===== src/rtl/bar_dec_pkg.sv =====
package bar_dec_pkg;
   localparam int MAX_BARS = 6;

   typedef enum logic {
      SPACE_MEM = 1'b0,
      SPACE_IO  = 1'b1
   } space_e;

   localparam int CMD_IO_EN  = 0;
   localparam int CMD_MEM_EN = 1;
endpackage


===== src/rtl/bar_window_eval.sv =====
module bar_window_eval
   import bar_dec_pkg::*;
#(
   parameter int          ADDR_W = 32,
   parameter bit          IS_ROM = 1'b0,
   parameter int unsigned IO_TOP = 32'h0001_0000
) (
   input  logic [ADDR_W-1:0] raw_i,
   input  logic [ADDR_W-1:0] size_i,
   input  logic              is_io_i,
   input  logic              io_en_i,
   input  logic              mem_en_i,
   output logic              ok_o,
   output logic [ADDR_W-1:0] base_o,
   output logic [ADDR_W-1:0] mask_o,
   output logic              size_bad_o,
   output logic              io_o
);
   localparam logic [ADDR_W:0] IO_LIM = (ADDR_W+1)'(IO_TOP);

   logic [ADDR_W-1:0] size_m1;
   logic [ADDR_W-1:0] base_c;
   logic [ADDR_W:0]   last_c;
   logic              pow2;
   logic              rom_gate;
   space_e            kind;
   logic              space_en;
   logic              geom_ok;
   logic              limit_ok;

   generate
      if (IS_ROM) begin : g_rom
         assign rom_gate = raw_i[0];
         assign kind     = SPACE_MEM;
      end else begin : g_bar
         assign rom_gate = 1'b1;
         assign kind     = is_io_i ? SPACE_IO : SPACE_MEM;
      end
   endgenerate

   always_comb begin
      size_m1  = size_i - ADDR_W'(1);
      base_c   = raw_i & ~size_m1;
      last_c   = {1'b0, base_c} + {1'b0, size_m1};
      pow2     = (size_i != '0) && ((size_i & size_m1) == '0);
      space_en = (kind == SPACE_IO) ? io_en_i : mem_en_i;
      geom_ok  = (base_c != '0) && !last_c[ADDR_W] && (last_c[ADDR_W-1:0] > base_c);
      if (kind == SPACE_IO) limit_ok = (last_c < IO_LIM);
      else                  limit_ok = (last_c[ADDR_W-1:0] != '1);
      ok_o       = pow2 && space_en && rom_gate && geom_ok && limit_ok;
      base_o     = ok_o ? base_c : '1;
      mask_o     = ~size_m1;
      size_bad_o = (size_i != '0) && !pow2;
      io_o       = (kind == SPACE_IO);
   end
endmodule


===== src/rtl/bar_hit_arbiter.sv =====
module bar_hit_arbiter #(
   parameter int N = 7
) (
   input  logic [N-1:0] req_i,
   output logic [N-1:0] grant_o
);
   logic taken;

   always_comb begin
      taken   = 1'b0;
      grant_o = '0;
      for (int i = 0; i < N; i++) begin
         grant_o[i] = req_i[i] & ~taken;
         taken      = taken | req_i[i];
      end
   end
endmodule


===== src/rtl/bar_window_decoder.sv =====
module bar_window_decoder
   import bar_dec_pkg::*;
#(
   parameter int          NUM_BARS = 6,
   parameter int          ADDR_W   = 32,
   parameter int unsigned IO_TOP   = 32'h0001_0000
) (
   input  logic                              clk,
   input  logic                              rst_n,
   input  logic [15:0]                       cfg_cmd,
   input  logic [(NUM_BARS+1)*ADDR_W-1:0]    bar_raw,
   input  logic [(NUM_BARS+1)*ADDR_W-1:0]    bar_size,
   input  logic [NUM_BARS-1:0]               bar_is_io,
   input  logic [ADDR_W-1:0]                 acc_addr,
   input  logic                              acc_is_io,
   output logic [NUM_BARS:0]                 win_valid,
   output logic [(NUM_BARS+1)*ADDR_W-1:0]    win_base,
   output logic [NUM_BARS:0]                 size_err,
   output logic [NUM_BARS:0]                 hit,
   output logic                              map_change
);
   localparam int NREG = NUM_BARS + 1;

   initial begin
      if (NUM_BARS < 1 || NUM_BARS > MAX_BARS)
         $fatal(1, "bar_window_decoder: NUM_BARS out of range");
      if (ADDR_W < 17 || ADDR_W > 64)
         $fatal(1, "bar_window_decoder: ADDR_W out of range");
   end

   logic [NREG-1:0]           io_ext;
   logic [NREG-1:0]           nxt_valid;
   logic [NREG*ADDR_W-1:0]    nxt_base;
   logic [ADDR_W-1:0]         nxt_mask [NREG];
   logic [NREG-1:0]           nxt_io;
   logic [ADDR_W-1:0]         win_mask_q [NREG];
   logic [NREG-1:0]           win_io_q;
   logic [NREG-1:0]           req;

   assign io_ext = {1'b0, bar_is_io};

   generate
      for (genvar i = 0; i < NREG; i++) begin : g_region
         bar_window_eval #(
            .ADDR_W (ADDR_W),
            .IS_ROM (i == NUM_BARS),
            .IO_TOP (IO_TOP)
         ) u_eval (
            .raw_i      (bar_raw[i*ADDR_W +: ADDR_W]),
            .size_i     (bar_size[i*ADDR_W +: ADDR_W]),
            .is_io_i    (io_ext[i]),
            .io_en_i    (cfg_cmd[CMD_IO_EN]),
            .mem_en_i   (cfg_cmd[CMD_MEM_EN]),
            .ok_o       (nxt_valid[i]),
            .base_o     (nxt_base[i*ADDR_W +: ADDR_W]),
            .mask_o     (nxt_mask[i]),
            .size_bad_o (size_err[i]),
            .io_o       (nxt_io[i])
         );

         always_ff @(posedge clk or negedge rst_n) begin
            if (!rst_n) win_mask_q[i] <= '0;
            else        win_mask_q[i] <= nxt_mask[i];
         end

         assign req[i] = win_valid[i] && (win_io_q[i] == acc_is_io) &&
                         ((acc_addr & win_mask_q[i]) == win_base[i*ADDR_W +: ADDR_W]);
      end
   endgenerate

   always_ff @(posedge clk or negedge rst_n) begin
      if (!rst_n) begin
         win_valid  <= '0;
         win_base   <= '1;
         win_io_q   <= '0;
         map_change <= 1'b0;
      end else begin
         win_valid  <= nxt_valid;
         win_base   <= nxt_base;
         win_io_q   <= nxt_io;
         map_change <= (nxt_valid != win_valid) || (nxt_base != win_base);
      end
   end

   bar_hit_arbiter #(.N(NREG)) u_arb (
      .req_i   (req),
      .grant_o (hit)
   );
endmodule


===== config.mk =====
export PLATFORM = sky130hd
export DESIGN_NAME = bar_window_decoder
export DESIGN_NICKNAME = d
export VERILOG_FILES = /design/src/rtl/bar_dec_pkg.sv /design/src/rtl/bar_window_eval.sv /design/src/rtl/bar_hit_arbiter.sv /design/src/rtl/bar_window_decoder.sv
export SDC_FILE = /design/constraint.sdc
export NUM_CORES = 2
export LEC_CHECK = 0
export BUFFER_PORTS_ARGS = -buffer_cell sky130_fd_sc_hd__buf_2
export CAP_MARGIN = 10
export CORE_AREA = 2 2 290 292
export DETAILED_ROUTE_END_ITERATION = 12
export DIE_AREA = 0 0 292 294
export HOLD_SLACK_MARGIN = 0.08
export PLACE_DENSITY = 0.8
export SKIP_CTS_REPAIR_TIMING = 1
export SLEW_MARGIN = 0
export SYNTH_ARGS = -nofsm -noshare
export SYNTH_HDL_FRONTEND = slang
export SYNTH_HIERARCHICAL = 1
export SYNTH_SLANG_ARGS = --single-unit

===== constraint.sdc =====
create_clock -name clk -period 3.4 [get_ports clk]
set_input_delay 0.34 -clock clk [delete_from_list [all_inputs] [get_ports clk]]
set_output_delay 0.34 -clock clk [all_outputs]
set_load 0.01 [all_outputs]

Yosys cells after proc, flatten, opt, wreduce, memory -nomap -nowiden
Index checks and enable logic that the tools add are counted.
- bits in registers: 462
- bits of input ports: 505
- logic and storage cells: 231
- $add $sub $neg: 14
- $lt $le $gt $ge: 13
- equality and inequality tests: 22
- multiplexer cells: 25
- bitwise logic cells: 46
- reductions and logical operators: 100
- operators with widths (operator ; number):
    32-bit AND ; 21
    32-bit nonzero test ; 14
    32-bit by 32-bit adder with 33-bit output ; 7
    32-bit == test ; 7
    32-bit greater-than comparator ; 7
    32-bit logical NOT ; 7
    32-bit two-way mux ; 7
    224-bit != test ; 1
    32-bit != test, second input constant ; 7
    32-bit NOT ; 7
    32-bit by 1-bit subtractor with 32-bit output, second input constant ; 7
    33-bit by 17-bit less-than comparator with 1-bit output, second input constant ; 6
    1-bit logical AND ; 64
    1-bit two-way mux ; 18
    1-bit logical NOT ; 14
    7-bit != test ; 1
    1-bit NOT ; 7
    1-bit AND ; 6
    1-bit == test ; 6
    1-bit OR ; 5
    1-bit logical OR ; 1

Logic depth before layout (Yosys ltp)
- depth in word-level cells: 12
- depth in mapped cells: 28
- mapped depth without buffers: 27

By module
The synthesis kept the hierarchy.
- by module, submodules not included (module ; instances ; cells each ; area an instance (um^2)):
    bar_window_decoder ; 1 ; 1313 ; 17743.3
    bar_window_eval at g_region[0].u_eval ... ; 3 ; 376 ; 2678.8
    bar_window_eval at g_region[4].u_eval ... ; 2 ; 413 ; 3165.5
    bar_window_eval at g_region[3].u_eval ; 1 ; 384 ; 2985.4
    bar_window_eval at g_region[6].u_eval ; 1 ; 364 ; 2713.9
    bar_hit_arbiter ; 1 ; 9 ; 71.3

Least setup slack after synthesis
OpenSTA, ideal clock, no wires.
- path kind: input port to flip-flop
- start point: in bar_size[4]
- end point: reg map_change
- setup time: 138 ps
- data arrival time: 5355 ps
- path slack: -2093 ps
- stages on the path: 23
- buffers on the path: 2
- cells stage by stage: or4_4 nor3_1 nand3_1 or2_2 nand2b_1 or3_1 ha_1 nand2b_1 clkbuf_1 xor2_1 ha_1 nand4_1 nor4_1 o41ai_1 o211a_1 a311oi_1 buf_2 nand3_1 xor2_1 nor4_1 nand4_1 nor4_1 nand4_1
- RTL lines (item ; line ; source):
    start, declared ; bar_window_decoder.sv:12 ; input logic [(NUM_BARS+1)*ADDR_W-1:0] bar_size,
    end signal, assigned ; bar_window_decoder.sv:81 ; map_change <= (nxt_valid != win_valid) || (nxt_base != win_base);
    end, declared ; bar_window_decoder.sv:20 ; output logic map_change

==> flow_summary.ini <==
[global_route]
grt_usage_pct = 46.70
met1_usage_pct = 52.98
first_global_vias = 43810
grtUsageMet3_pct = 16.13
met2_usage_pct = 72.61
grt_busiest_layer = met2
overflow = 0
grt_pass1_wl_um = 290000
antenna_found_initial = 19
grt_max_degree = 125

[sta]
fin_crit_sh_pct = 160.2
finClkSkew_ns = 0.02369
hold_violations = 0
timing.fmax_ghz = 0.1836
slew_viol_final = 0
finalSetupViolCount = 244
slew-limit-headroom_pct = 48.75
fin_crit_ns = 5.445
setup_ws_ns = -2.045
rsz0062_at_grt = true
tightest_slew_ns = 0.7629

[finish]
fin_nets = 7331
layout-drive-gt1-share_pct = 51.29
final_area_um2 = 60290
syn2layout_area_growth_pct = 59.16

[die]
die_area_um2 = 85850
io_pins = 751
initial_utilization_pct = 45.70
core_region_area_um2 = 82890
fp.dieW_um = 292
die_y_um = 294
fp-row-count = 106

[clocking]
cts_buffers = 50
clock_latency_ns = 0.62
cts.sinks = 463
cts_tree = built
clk_pin_slew_worst_paths_ns = 0.07
cts_root_buf = clkbuf_16
htreeDepth = 2
cts_max_path_buffers = 3

[detailed_routing]
vias = 44660
wl_per_cell_um = 28.34
drt-pass1-iter-count = 7
drt_iter0_markers = 4576
final_antenna_net_count = 0
viasPerCell = 5.942
wirelength_um = 213000
drc = 0

[critical_path]
cp-endpoint = map_change$_DFF_PN0_
cp.arrival_ns = 5.93
crit_fanout = 6
r2r-end = map_change$_DFF_PN0_
r2r_start = win_base[43]$_DFF_PN1_
reg2reg_slack_ns = 1.32
required_ns = 3.89
cp-startpoint = bar_size[35]
rr_worst_depth = 7
crit_type = in2reg
start_kind = primary input
crit_path_end_kind = flip-flop

[status]
status = finished with violations
violations = negative setup slack

[job]
drv_cap = 0

[placed_design]
io_buffers = 736
post_dp_cell_area_um2 = 55470
place_ws_ns = -2.833
hpwl_um = 177100
gp_congestion = 1.060

[hold_path]
hp-class = in2reg

[pwr]
p_leak_nw = 26.22
power_mw = 16.53
ir_worst_vdd_v = 0.0003691
power_density_nw_per_um2 = 274.2

[logic_synthesis]
synth.avg_cell_area_um2 = 9.415
netlist_area_um2 = 37880
synthCells = 4023
ys_warn_count = 6
-- routing by layer --
metal | part of all wire, % | up-vias
met4 | 9.7 | 26
li1 | - | 19270
met1 | 35 | 21280
met2 | 43 | 3044
met5 | 0.073 | -
met3 | 13 | 1031
-- how the worst min path moves through the flow --
| stage | start | end | slack [ns] | cells past startpoint |
|---|---|---|---|---|
| 2_1_floorplan | rst_n | map_change$_DFF_PN0_ | 0.04 | 0 |
| 3_3_place_gp | rst_n | win_mask_q[154]$_DFF_PN0_ | 0.24 | 1 |
| 3_5_place_dp | rst_n | win_mask_q[154]$_DFF_PN0_ | 0.24 | 1 |
| 4_1_cts | rst_n | win_mask_q[154]$_DFF_PN0_ | -0.40 | 1 |
| 5_1_grt | bar_size[190] | win_mask_q[62]$_DFF_PN0_ | 0.12 | 3 |
| 6_report | bar_size[190] | win_mask_q[62]$_DFF_PN0_ | 0.09 | 3 |
-- flip-flops by register name (all words and copies together) (netlist names) --
register	count
win_mask_q	224
win_base	224
win_io_q	7
win_valid	7
map_change	1
-- power by group --
| group | switching (mW) | total (mW) | internal, mW |
|---|---|---|---|
| Combinational | 2.65 | 4.91 | 2.26 |
| Clock | 2.46 | 5.87 | 3.41 |
| Sequential | 0.0717 | 5.75 | 5.68 |
-- stage by stage --
stage / hold slack, ns / utilization, % / setup TNS (ns) / std cells
4_1_cts: -0.3976 / 69.01 / -148.89 / 7407
6_report: 0.09416 / 72.73 / -147.45 / 7515
3_5_place_dp: 0.2375 / 66.91 / -289.70 / 7313
5_1_grt: 0.1231 / 72.69 / -177.03 / 7503
3_3_place_gp: 0.2381 / 66.91 / -270.84 / 7313
2_1_floorplan: 0.04441 / - / -143.11 / 4024
-- layout make-up --
| type | count | area, um^2 |
|---|---|---|
| diodes | 16 | 40.04 |
| clock buffers | 75 | 1529 |
| clock inverters | 19 | 206.4 |
| fillers | 6149 | 22610 |
| inverters | 40 | 150.1 |
| multi-input cells | 3445 | 28150 |
| flip-flops and latches | 463 | 11870 |
| well taps | 1080 | 1351 |
| repair buffers | 2377 | 17000 |
-- worst max-delay path, stage by stage --
cell,delay (ns)
buf_6,0.09
or4_4,0.55
or3_4,0.42
nor3_4,0.24
nand2_2,0.12
nor2_4,0.13
nand2_4,0.07
or4_4,0.55
ha_4,0.32
nand2b_4,0.07
ha_4,0.26
nand4_1,0.20
nor4_4,0.26
o41ai_2,0.14
o211a_1,0.17
a311oi_4,0.35
buf_4,0.20
clkbuf_16,0.15
buf_4,0.13
nand3_2,0.10
xor2_1,0.16
nor4_1,0.33
buf_4,0.18
nand4_1,0.12
nor4_2,0.17
nand4_1,0.11
-- cells in the final DEF (no fill, tap or decap), types with 14 or more instances in the layout --
cell	instances
nand3_4	68
or3_1	91
nor4_2	21
dfrtp_1	239
nand3b_1	25
nand2b_1	175
and2_1	15
buf_6	81
diode_2	16
nand2_1	569
a21oi_1	66
nor3b_2	54
and3_1	16
buf_2	726
ha_1	418
clkbuf_16	58
nand3_1	96
inv_1	37
nand4_1	172
nor4_1	189
dfstp_2	224
buf_12	35
buf_8	14
nand2b_4	25
ha_4	31
o21ai_2	62
xor2_1	269
nand3_2	99
a21o_1	35
nor2b_1	38
nor2_1	128
or2_2	18
xnor2_1	294
buf_4	1503
nor3_1	68
o21ai_0	24
nor4_4	18
or3_4	20
Power figures use the tool's default switching activity.
